===== config.mk =====
export PLATFORM = sky130hd
export DESIGN_NAME = flash_cmd_decoder
export DESIGN_NICKNAME = d
export VERILOG_FILES = /design/src/rtl/fcd_pkg.sv /design/src/rtl/fcd_step_fsm.sv /design/src/rtl/fcd_mode_ctl.sv /design/src/rtl/fcd_id_mux.sv /design/src/rtl/flash_cmd_decoder.sv
export SDC_FILE = /design/constraint.sdc
export NUM_CORES = 1
export LEC_CHECK = 0
export CAP_MARGIN = 20
export CORE_UTILIZATION = 60
export CTS_CLUSTER_SIZE = 10
export DETAILED_ROUTE_END_ITERATION = 12
export DONT_BUFFER_PORTS = 1
export PLACE_DENSITY = 0.76
export SETUP_SLACK_MARGIN = 0.3
export SLEW_MARGIN = 20
export SYNTH_ARGS = -nofsm -noshare
export SYNTH_HDL_FRONTEND = slang
export SYNTH_SLANG_ARGS = --single-unit

===== constraint.sdc =====
create_clock -name clk -period 3.25 [get_ports clk]
set_input_delay 0.65 -clock clk [delete_from_list [all_inputs] [get_ports clk]]
set_output_delay 0.65 -clock clk [all_outputs]
set_load 0.01 [all_outputs]

===== src/rtl/fcd_pkg.sv =====
package fcd_pkg;
  typedef enum logic [2:0] {
    ST_IDLE, ST_UNL1, ST_UNL2, ST_PGM, ST_ERS1, ST_ERS2, ST_ERS3
  } step_e;

  typedef enum logic [1:0] {
    MD_READ, MD_ASEL, MD_SUSP, MD_SUSP_ASEL
  } mode_e;

  typedef enum logic [2:0] {
    EV_NONE, EV_RESET, EV_PGM, EV_CHIP, EV_SECT, EV_ASEL, EV_SUSP, EV_RESUME
  } event_e;

  localparam int          UNL_W     = 11;
  localparam logic [10:0] UNL_ADDR_A = 11'h555;
  localparam logic [10:0] UNL_ADDR_B = 11'h2AA;

  localparam logic [7:0] BYTE_KEY_A   = 8'hAA;
  localparam logic [7:0] BYTE_KEY_B   = 8'h55;
  localparam logic [7:0] BYTE_PROGRAM = 8'hA0;
  localparam logic [7:0] BYTE_ERSETUP = 8'h80;
  localparam logic [7:0] BYTE_IDMODE  = 8'h90;
  localparam logic [7:0] BYTE_RESET   = 8'hF0;
  localparam logic [7:0] BYTE_CHIP    = 8'h10;
  localparam logic [7:0] BYTE_SECTOR  = 8'h30;
  localparam logic [7:0] BYTE_SUSPEND = 8'hB0;
  localparam logic [7:0] BYTE_RESUME  = 8'h30;
endpackage


===== src/rtl/fcd_step_fsm.sv =====
module fcd_step_fsm
  import fcd_pkg::*;
(
  input  logic             clk,
  input  logic             rst_n,
  input  logic             wr_valid,
  input  logic [UNL_W-1:0] wr_addr_lo,
  input  logic [7:0]       wr_data,
  input  logic             op_busy,
  input  logic             op_sect_erase,
  input  mode_e            mode,
  output event_e           ev
);
  step_e step_q, step_d;
  logic  at_a, at_b, in_asel;

  assign at_a    = (wr_addr_lo == UNL_ADDR_A);
  assign at_b    = (wr_addr_lo == UNL_ADDR_B);
  assign in_asel = (mode == MD_ASEL) || (mode == MD_SUSP_ASEL);

  always_comb begin
    ev     = EV_NONE;
    step_d = step_q;
    if (wr_valid) begin
      if (op_busy) begin
        step_d = ST_IDLE;
        if (op_sect_erase && (wr_data == BYTE_SUSPEND) && (mode == MD_READ))
          ev = EV_SUSP;
      end else begin
        step_d = ST_IDLE;
        unique case (step_q)
          ST_IDLE: begin
            if (wr_data == BYTE_RESET) ev = EV_RESET;
            else if (wr_data == BYTE_KEY_A && at_a) step_d = ST_UNL1;
            else if (wr_data == BYTE_RESUME && mode == MD_SUSP) ev = EV_RESUME;
          end
          ST_UNL1: begin
            if (wr_data == BYTE_RESET) ev = EV_RESET;
            else if (wr_data == BYTE_KEY_B && at_b) step_d = ST_UNL2;
          end
          ST_UNL2: begin
            if (wr_data == BYTE_RESET) ev = EV_RESET;
            else if (at_a && !in_asel) begin
              if (wr_data == BYTE_PROGRAM) step_d = ST_PGM;
              else if (wr_data == BYTE_ERSETUP && mode == MD_READ) step_d = ST_ERS1;
              else if (wr_data == BYTE_IDMODE) ev = EV_ASEL;
            end
          end
          ST_PGM: ev = EV_PGM;
          ST_ERS1: begin
            if (wr_data == BYTE_RESET) ev = EV_RESET;
            else if (wr_data == BYTE_KEY_A && at_a) step_d = ST_ERS2;
          end
          ST_ERS2: begin
            if (wr_data == BYTE_RESET) ev = EV_RESET;
            else if (wr_data == BYTE_KEY_B && at_b) step_d = ST_ERS3;
          end
          ST_ERS3: begin
            if (wr_data == BYTE_RESET) ev = EV_RESET;
            else if (wr_data == BYTE_CHIP && at_a) ev = EV_CHIP;
            else if (wr_data == BYTE_SECTOR) ev = EV_SECT;
          end
          default: step_d = ST_IDLE;
        endcase
      end
    end
  end

  always_ff @(posedge clk) begin
    if (!rst_n) step_q <= ST_IDLE;
    else        step_q <= step_d;
  end
endmodule


===== src/rtl/fcd_mode_ctl.sv =====
module fcd_mode_ctl
  import fcd_pkg::*;
#(
  parameter int ADDR_W = 17,
  parameter int SECT_W = 3
) (
  input  logic              clk,
  input  logic              rst_n,
  input  event_e            ev,
  input  logic [ADDR_W-1:0] wr_addr,
  input  logic [7:0]        wr_data,
  output mode_e             mode,
  output logic              reset_pulse,
  output logic              pgm_pulse,
  output logic [ADDR_W-1:0] pgm_addr,
  output logic [7:0]        pgm_data,
  output logic              chip_erase_pulse,
  output logic              sect_erase_pulse,
  output logic [SECT_W-1:0] sect_idx,
  output logic              asel_pulse,
  output logic              susp_pulse,
  output logic              resume_pulse
);
  mode_e mode_d;

  always_comb begin
    mode_d = mode;
    unique case (ev)
      EV_RESET:  mode_d = (mode == MD_SUSP_ASEL || mode == MD_SUSP) ? MD_SUSP : MD_READ;
      EV_ASEL:   mode_d = (mode == MD_SUSP) ? MD_SUSP_ASEL : MD_ASEL;
      EV_SUSP:   mode_d = MD_SUSP;
      EV_RESUME: mode_d = MD_READ;
      default:   mode_d = mode;
    endcase
  end

  always_ff @(posedge clk) begin
    if (!rst_n) begin
      mode             <= MD_READ;
      reset_pulse      <= 1'b0;
      pgm_pulse        <= 1'b0;
      chip_erase_pulse <= 1'b0;
      sect_erase_pulse <= 1'b0;
      asel_pulse       <= 1'b0;
      susp_pulse       <= 1'b0;
      resume_pulse     <= 1'b0;
      pgm_addr         <= '0;
      pgm_data         <= '0;
      sect_idx         <= '0;
    end else begin
      mode             <= mode_d;
      reset_pulse      <= (ev == EV_RESET);
      pgm_pulse        <= (ev == EV_PGM);
      chip_erase_pulse <= (ev == EV_CHIP);
      sect_erase_pulse <= (ev == EV_SECT);
      asel_pulse       <= (ev == EV_ASEL);
      susp_pulse       <= (ev == EV_SUSP);
      resume_pulse     <= (ev == EV_RESUME);
      if (ev == EV_PGM) begin
        pgm_addr <= wr_addr;
        pgm_data <= wr_data;
      end
      if (ev == EV_SECT) sect_idx <= wr_addr[ADDR_W-1 -: SECT_W];
    end
  end
endmodule


===== src/rtl/fcd_id_mux.sv =====
module fcd_id_mux
  import fcd_pkg::*;
#(
  parameter int          SECT_W  = 3,
  parameter logic [7:0]  MFR_ID  = 8'h01,
  parameter logic [7:0]  DEV_ID  = 8'h20,
  localparam int         NSECT   = 1 << SECT_W
) (
  input  mode_e             mode,
  input  logic [7:0]        rd_offset,
  input  logic [SECT_W-1:0] rd_sect,
  input  logic [NSECT-1:0]  protect_mask,
  output logic              rd_asel,
  output logic [7:0]        rd_data
);
  assign rd_asel = (mode == MD_ASEL) || (mode == MD_SUSP_ASEL);

  always_comb begin
    rd_data = 8'h00;
    if (rd_asel) begin
      unique case (rd_offset)
        8'h00:   rd_data = MFR_ID;
        8'h01:   rd_data = DEV_ID;
        8'h02:   rd_data = {7'b0, protect_mask[rd_sect]};
        default: rd_data = 8'h00;
      endcase
    end
  end
endmodule


===== src/rtl/flash_cmd_decoder.sv =====
module flash_cmd_decoder
  import fcd_pkg::*;
#(
  parameter int         ADDR_W = 17,
  parameter int         SECT_W = 3,
  parameter logic [7:0] MFR_ID = 8'h01,
  parameter logic [7:0] DEV_ID = 8'h20,
  localparam int        NSECT  = 1 << SECT_W
) (
  input  logic              clk,
  input  logic              rst_n,
  input  logic              wr_valid,
  input  logic [ADDR_W-1:0] wr_addr,
  input  logic [7:0]        wr_data,
  input  logic              op_busy,
  input  logic              op_sect_erase,
  input  logic [NSECT-1:0]  protect_mask,
  input  logic [ADDR_W-1:0] rd_addr,
  output logic              rd_asel,
  output logic [7:0]        rd_data,
  output logic              reset_pulse,
  output logic              pgm_pulse,
  output logic [ADDR_W-1:0] pgm_addr,
  output logic [7:0]        pgm_data,
  output logic              chip_erase_pulse,
  output logic              sect_erase_pulse,
  output logic [SECT_W-1:0] sect_idx,
  output logic              asel_pulse,
  output logic              susp_pulse,
  output logic              resume_pulse
);
  event_e ev;
  mode_e  mode;
  logic   unused_rd_mid;

  assign unused_rd_mid = ^rd_addr[ADDR_W-SECT_W-1:8];

  fcd_step_fsm u_step (
    .clk(clk), .rst_n(rst_n), .wr_valid(wr_valid),
    .wr_addr_lo(wr_addr[UNL_W-1:0]), .wr_data(wr_data),
    .op_busy(op_busy), .op_sect_erase(op_sect_erase),
    .mode(mode), .ev(ev)
  );

  fcd_mode_ctl #(.ADDR_W(ADDR_W), .SECT_W(SECT_W)) u_mode (
    .clk(clk), .rst_n(rst_n), .ev(ev), .wr_addr(wr_addr), .wr_data(wr_data),
    .mode(mode), .reset_pulse(reset_pulse), .pgm_pulse(pgm_pulse),
    .pgm_addr(pgm_addr), .pgm_data(pgm_data),
    .chip_erase_pulse(chip_erase_pulse), .sect_erase_pulse(sect_erase_pulse),
    .sect_idx(sect_idx), .asel_pulse(asel_pulse), .susp_pulse(susp_pulse),
    .resume_pulse(resume_pulse)
  );

  fcd_id_mux #(.SECT_W(SECT_W), .MFR_ID(MFR_ID), .DEV_ID(DEV_ID)) u_id (
    .mode(mode), .rd_offset(rd_addr[7:0]),
    .rd_sect(rd_addr[ADDR_W-1 -: SECT_W]), .protect_mask(protect_mask),
    .rd_asel(rd_asel), .rd_data(rd_data)
  );
endmodule


Yosys cells after proc, flatten, opt, wreduce, memory -nomap -nowiden
Index checks and enable logic that the tools add are counted.

Register bits: 40. Latch bits: 0. Memory bits (writable): 0. ROM bits: 0. Input bits: 55. Output and inout port bits: 44. Word-level logic and storage cells: 95. Memories kept: 0.

Add/sub/neg operators: 0. Multipliers: 0. Divide/modulo/power cells: 0. Order comparisons: 1. Equal/unequal tests: 29. Shift operators: 0. Muxes and demuxes: 37. Bitwise gates (word level): 0. Reduce and logical (&&, ||, !) cells: 16.

Operators by type and width (count): two-way mux 3 bit (25); == test 8 bit (second input constant) (6); one-hot mux 3 bit (5 select lines) (2); == test 3 bit (second input constant) (7); one-hot mux 6 bit (3 select lines) (1); == test 3 x 2 -> 1 bit (second input constant) (4); == test 11 x 10 -> 1 bit (second input constant) (1); == test 11 bit (second input constant) (1); == test 8 x 1 -> 1 bit (second input constant) (1); == test 8 x 2 -> 1 bit (second input constant) (1); == test 8 x 5 -> 1 bit (second input constant) (1); == test 8 x 6 -> 1 bit (second input constant) (1); == test 8 x 7 -> 1 bit (second input constant) (1); logical AND 1 bit (8); zero test 8 bit (1); two-way mux 8 bit (1); one-hot mux 2 bit (4 select lines) (1); == test 3 x 1 -> 1 bit (second input constant) (2); two-way mux 2 bit (3); == test 2 bit (second input constant) (2); < comparator 3 x 4 -> 1 bit (second input constant) (1); nonzero test 4 bit (1); binary-select mux 1 bit (select 3 bit) (1); zero test 3 bit (1); other kinds (6) (9).

Logic depth before layout (Yosys ltp)
Depth after elaboration: 11. Depth in mapped cells: 9. Depth with buffers taken out: 7.

By module
A second synthesis with hierarchy kept.

Cell total of the unflattened synthesis: 234. Area, all modules: 2072.0 µm².

Modules (own cells, without submodules): fcd_mode_ctl (instances 1, cells an instance 148, area an instance 1420.1 µm², sequential area each 740.7 µm²); fcd_step_fsm (instances 1, cells an instance 70, area an instance 506.7 µm², sequential area each 60.1 µm²); fcd_id_mux (instances 1, cells an instance 16, area an instance 145.1 µm², sequential area each 0.0 µm²).

Least setup slack after synthesis
OpenSTA, ideal clock, no wires.

Path kind: in2reg. Start: input port wr_addr[7]. End: register u_mode.mode[1]. Library setup time: 116 ps. Arrival: 2544 ps. Required time: 3134 ps. Path slack: 590 ps. Stages on the path: 8. Buffers on the path: 1. Cell sequence: or3b_4 or3_4 or4_1 o211ai_2 and2_1 buf_4 o211ai_1 and3b_1.

Cells in the longest elaborated chain, start to end: 9. Elaborated cells on any way between the ends: 19. Those cells by class: 5 x eq/ne; 10 x mux; 4 x reduce/logical.

RTL lines: start, declared (RTL line flash_cmd_decoder.sv:13) `input logic [ADDR_W-1:0] wr_addr,`; == test 11 bit (*) (RTL line fcd_step_fsm.sv:17) `assign at_a = (wr_addr_lo == UNL_ADDR_A);`; logical AND 1 bit (on tied branches) (RTL line fcd_step_fsm.sv:60, fcd_step_fsm.sv:34, fcd_step_fsm.sv:43); two-way mux 3 bit (on tied branches) (RTL line fcd_step_fsm.sv:60, fcd_step_fsm.sv:34, fcd_step_fsm.sv:43); two-way mux 3 bit (on tied branches) (RTL line fcd_step_fsm.sv:59, fcd_step_fsm.sv:33, fcd_step_fsm.sv:42); one-hot mux 3 bit (5 select lines) (*) (RTL line fcd_step_fsm.sv:31) `unique case (step_q)`; two-way mux 3 bit (*) (RTL line fcd_step_fsm.sv:25) `if (op_busy) begin`; two-way mux 3 bit (*) (RTL line fcd_step_fsm.sv:24) `if (wr_valid) begin`; == test 3 bit or == test 3 x 1 -> 1 bit (tied branches) (RTL line fcd_mode_ctl.sv:28) `unique case (ev)`; one-hot mux 2 bit (4 select lines) or nonzero test 4 bit (tied branches); end signal, assigned (RTL line fcd_mode_ctl.sv:51) `mode <= mode_d;`; end, declared (RTL line fcd_mode_ctl.sv:12) `output mode_e mode,`.

Every way passes the cells marked *; elsewhere a longest branch is shown, timed or not. A chain may end at the register's enable or synchronous reset.

Worst setup path in the final report
Start: input port wr_data[3]. End: register u_mode.sect_idx[0].

Cells in the longest elaborated chain, start to end: 10. Elaborated cells on any way between the ends: 31. Those cells by class: 9 x eq/ne; 16 x mux; 6 x reduce/logical.

RTL lines: start, declared (RTL line flash_cmd_decoder.sv:14) `input logic [7:0] wr_data,`; == test 8 bit (on tied branches) (RTL line fcd_step_fsm.sv:46, fcd_step_fsm.sv:45); two-way mux 3 bit or logical AND 1 bit (tied branches) (RTL line fcd_step_fsm.sv:46, fcd_step_fsm.sv:45); two-way mux 3 bit (RTL line fcd_step_fsm.sv:45) `else if (wr_data == BYTE_ERSETUP && mode == MD_READ) step_d = ST_ERS1;`; two-way mux 3 bit (RTL line fcd_step_fsm.sv:44) `if (wr_data == BYTE_PROGRAM) step_d = ST_PGM;`; two-way mux 3 bit (RTL line fcd_step_fsm.sv:43) `else if (at_a && !in_asel) begin`; two-way mux 3 bit (RTL line fcd_step_fsm.sv:42) `if (wr_data == BYTE_RESET) ev = EV_RESET;`; one-hot mux 3 bit (5 select lines) (RTL line fcd_step_fsm.sv:31); two-way mux 3 bit (*) (RTL line fcd_step_fsm.sv:25); two-way mux 3 bit (*) (RTL line fcd_step_fsm.sv:24); == test 3 bit (*) (RTL line fcd_mode_ctl.sv:63) `if (ev == EV_SECT) sect_idx <= wr_addr[ADDR_W-1 -: SECT_W];`; end signal, assigned (RTL line fcd_mode_ctl.sv:63); end, declared (RTL line fcd_mode_ctl.sv:19) `output logic [SECT_W-1:0] sect_idx,`.

Marks and branches as above.

==> results_tabular.tex <==
\begin{tabular}{lr}
\hline
Metric & Value \\
\hline
\multicolumn{2}{l}{\textbf{CTS}} \\
Insertion delay to the later sink of the worst-skew pair & roughly 0.35 ns \\
Resize count post-CTS & 0 \\
Clock tree from TritonCTS & yes \\
Maximum level of the CTS H-tree & 2 \\
Post-CTS setup buffer count & 0 \\
CTS Root Cell & clkbuf\_4 \\
Max Buffers Root-to-Sink & 2 \\
TritonCTS Buffers & 5 \\
Total clock sinks & 40 \\
Cts-stage hold buffer count & 0 \\
Clk slew on worst S/H paths & $\sim$0.13 ns \\
\multicolumn{2}{l}{\textbf{Layout}} \\
Net count reported at finish & 300 \\
Layout cells sized above 1 & 0.102 \\
Number of inserted diodes & 0 \\
Synthesis-to-layout area growth & 3.51\% \\
Number of standard cells in the layout, taps in and fillers out & 290 \\
\multicolumn{2}{l}{\textbf{Logic synthesis}} \\
Main flop type after synthesis & dfxtp\_1 \\
Synth Cell Area & between 2000 and 2500 sq um \\
Simple-gate area share of the yosys netlist & 0.366 \\
Seq/Total Area, Yosys & 0.387 \\
Register bit count reported by yosys & 40 \\
Top area cells in the synthesized netlist & dfxtp\_1 39\%, nand2\_1 8.3\%, nand3\_1 6.8\%, o21ai\_1 4.8\%, o21ai\_0 3.1\% \\
Multiplexer area fraction after synthesis & 0.0411 \\
Number of unique standard cell types used by synthesis & between 40 and 50 \\
Library cell with the largest summed area after synthesis & dfxtp\_1 \\
Post-synthesis compound-gate area fraction & 0.144 \\
Number of flops mapped to enable cells by yosys & 0 \\
Top cell type's share of synthesized area & 0.387 \\
Combinational family with the most area after synthesis & simple AND/OR/NAND/NOR gates \\
Syn\_area\_per\_cell & between 8 and 9 sq um \\
Adder-cell area share of the yosys netlist & 0 \\
Synth Instances & 254 \\
Post-Synth XOR/XNOR Area & 0 \\
Share of flip-flops with an asynchronous set or reset & 0 \\
Yosys warnings & 0 \\
\multicolumn{2}{l}{\textbf{Timing}} \\
Highest achievable clock rate & roughly 0.38 GHz \\
Final hold violation count & 0 \\
Total count of max-transition violations in the final report & 0 \\
Tightest hold margin & approximately 0.42 ns \\
Setup TNS & 0 ns \\
\# setup viols final & 0 \\
Final worst path period need & about 2.6 ns \\
Setup repair after global routing missed its margin & no \\
Crit share post-route & 0.802 \\
Clock skew after layout & between 0.007 and 0.008 ns \\
\multicolumn{2}{l}{\textbf{Drt}} \\
Routed vias/inst & between 6 and 7 \\
Length of the first detailed-routing pass in iterations & 5 \\
Post-route DRC violation count & 0 \\
Overall via count from detail\_route & 1,790 \\
Average wire length per cell after detail routing & about 15 um \\
Antenna violation net count after detailed routing & 0 \\
Total detailed-routing wirelength & between 4000 and 5000 um \\
Iteration-0 DRC Markers & 113 \\
\multicolumn{2}{l}{\textbf{Placed design}} \\
Number of placed instances, taps included & 282 \\
Weighted congestion reported at the end of routability-driven placement & roughly 1.0 \\
Half-perimeter wire length after placement & between 3000 and 4000 um \\
Buffers on Ports & 0 \\
\multicolumn{2}{l}{\textbf{Min path}} \\
Hold wc startpoint & wr\_data[2] \\
Tightest Hold Check Type & primary input to register \\
Hold-critical path depth & 2 \\
Sink of the worst hold path & u\_mode.pgm\_data[2]\$\_SDFFE\_PN0P\_ \\
\multicolumn{2}{l}{\textbf{Global routing}} \\
Grt peak-use layer & met2 \\
Maximum number of pins on one net before global-route repair & between 60 and 70 \\
Global-route track usage on met3 & 0.0874 \\
Total global routing track utilization & 0.247 \\
Via count of the first global-routing pass & 1,542 \\
GRT overflow & 0 \\
Met2 Usage GRT & 0.396 \\
Antenna violations before repair & 0 \\
Wire length of the first global-routing pass & a little under 7000 um \\
Met1 track utilization from global routing & 0.303 \\
\multicolumn{2}{l}{\textbf{Floorplanning}} \\
Effective utilization at floorplan & 0.656 \\
Y dimension of the die & 60.7 um \\
Full die area & about 3700 sq um \\
Core Box Area & 3150 sq um \\
\# rows & 20 \\
Die boundary width & 60.7 um \\
Ports & 99 \\
\multicolumn{2}{l}{\textbf{Worst setup path}} \\
Reg2reg start & u\_mode.mode[0]\$\_SDFFE\_PN0P\_ \\
Worst-path fanout max & 6 \\
Endpoint required time on the critical path & 3.54 ns \\
Data arrival at the endpoint of the critical path & 2.89 ns \\
Reg-to-reg critical path endpoint & u\_mode.mode[1]\$\_SDFFE\_PN0P\_ \\
Kind of start point of the critical path & primary input \\
Kind of capture point of the worst setup path & register \\
Flop-to-flop setup slack & 0.98 ns \\
Category of the most critical setup path & primary input to register \\
Worst r2r path cells & 7 \\
\multicolumn{2}{l}{\textbf{Run}} \\
Number of maximum-capacitance constraint violations & 0 \\
\multicolumn{2}{l}{\textbf{Power}} \\
Cell area power density & between 400 and 500 nW/um\^{}2 \\
Leakage & between 0.6 and 0.7 nW \\
Max VDD drop & approximately 270 uV \\
\multicolumn{2}{l}{\textbf{Run status}} \\
Outcome & finished, final reports clean \\
\hline
\end{tabular}
## per-stage QoR
stage	area, sq um	setup slack, ns	total power [mW]	util
3_3_place_gp	2060	0.348	0.542	0.653
4_1_cts	2140	0.650	0.881	0.679
5_1_grt	2140	0.527	0.898	0.679
6_report	2140	0.645	0.870	0.679
3_5_place_dp	2060	0.270	0.543	0.653
2_1_floorplan	2090	0.590	0.554	-
## where the power goes
part	switching, mW	internal (mW)	total [mW]
logic	0.0202	0.0197	0.0398
registers	0.00149	0.492	0.493
clock network	0.173	0.164	0.337
total	0.195	0.676	0.870
## cell usage in the layout, fill, tap and decap left out, types with 2 or more instances in the layout
master,Yosys,final
or4_1,3,3
clkbuf_4,0,5
o21ai_0,13,13
nand2_1,46,46
dfxtp_1,40,40
nor3_1,2,2
and3_1,3,3
nand2b_1,3,3
nand3_2,3,3
mux2i_1,4,4
nand4b_1,3,3
nand3b_1,2,2
a21oi_1,4,4
nand3_1,28,28
o21ai_1,20,20
nor4_1,5,5
nor2b_1,4,4
conb_1,1,6
a31oi_1,2,2
nor3b_1,2,2
mux4_2,2,2
nand4bb_1,2,2
or4bb_1,3,3
a21boi_0,2,2
nor4b_1,2,2
nor2_1,13,13
## Yosys cell counts, types with 4 or more instances
library cell / count
nor2b_1: 4
clkbuf_1: 7
o21ai_0: 13
nor4_1: 5
buf_4: 7
buf_2: 6
mux2i_1: 4
nor2_1: 13
nand3_1: 28
dfxtp_1: 40
a21oi_1: 4
o21ai_1: 20
nand2_1: 46
## logic make-up after synthesis
| family | count (synthesis) |
|---|---|
| simple gates | 134 |
| compound gates | 49 |
| flops | 40 |
| buf+inv | 24 |
| mux | 6 |
| other cells | 1 |
## registers in the layout, indices dropped and copies added (netlist names)
name                     cells
u_mode.asel_pulse            1
u_mode.chip_erase_pulse      1
u_mode.mode                  2
u_mode.pgm_addr             17
u_mode.pgm_data              8
u_mode.pgm_pulse             1
u_mode.reset_pulse           1
u_mode.resume_pulse          1
u_mode.sect_erase_pulse      1
u_mode.sect_idx              3
u_mode.susp_pulse            1
u_step.step_q                3
## critical path, cell delays in order
cell	delay (ns)
or4_1	0.68
nor4_4	0.40
nand3_2	0.14
o31ai_4	0.35
nand3_2	0.21
nor3_4	0.23
mux2i_1	0.22
## layer usage
metal	share of wire	vias up
met1	0.40	799
met5	0	-
met2	0.46	103
li1	-	872
met3	0.12	16
met4	0.021	0
## final cells by class
type / count / area (sq um)
multi-input cells: 195 / 1170
fillers: 273 / 1010
flip-flops and latches: 40 / 801
well taps: 44 / 55.1
clock inverters: 3 / 46.3
clock buffers: 5 / 37.5
repair buffers: 2 / 27.5
inverters: 1 / 3.75
## how the worst max path moves through the flow
stage / start / end / slack, ns / cells past startpoint
detailed placement: wr_data[3] / u_mode.sect_idx[0]$_SDFFE_PN0P_ / 0.27 / 7
global route: wr_data[3] / u_mode.sect_idx[0]$_SDFFE_PN0P_ / 0.53 / 7
global placement: wr_data[3] / u_mode.mode[1]$_SDFFE_PN0P_ / 0.35 / 7
finish: wr_data[3] / u_mode.sect_idx[0]$_SDFFE_PN0P_ / 0.65 / 7
CTS: wr_data[3] / u_mode.sect_idx[0]$_SDFFE_PN0P_ / 0.65 / 7
floorplan: wr_addr[7] / u_mode.mode[1]$_SDFFE_PN0P_ / 0.59 / 8
No activity file was read; power rests on OpenSTA's default activity.
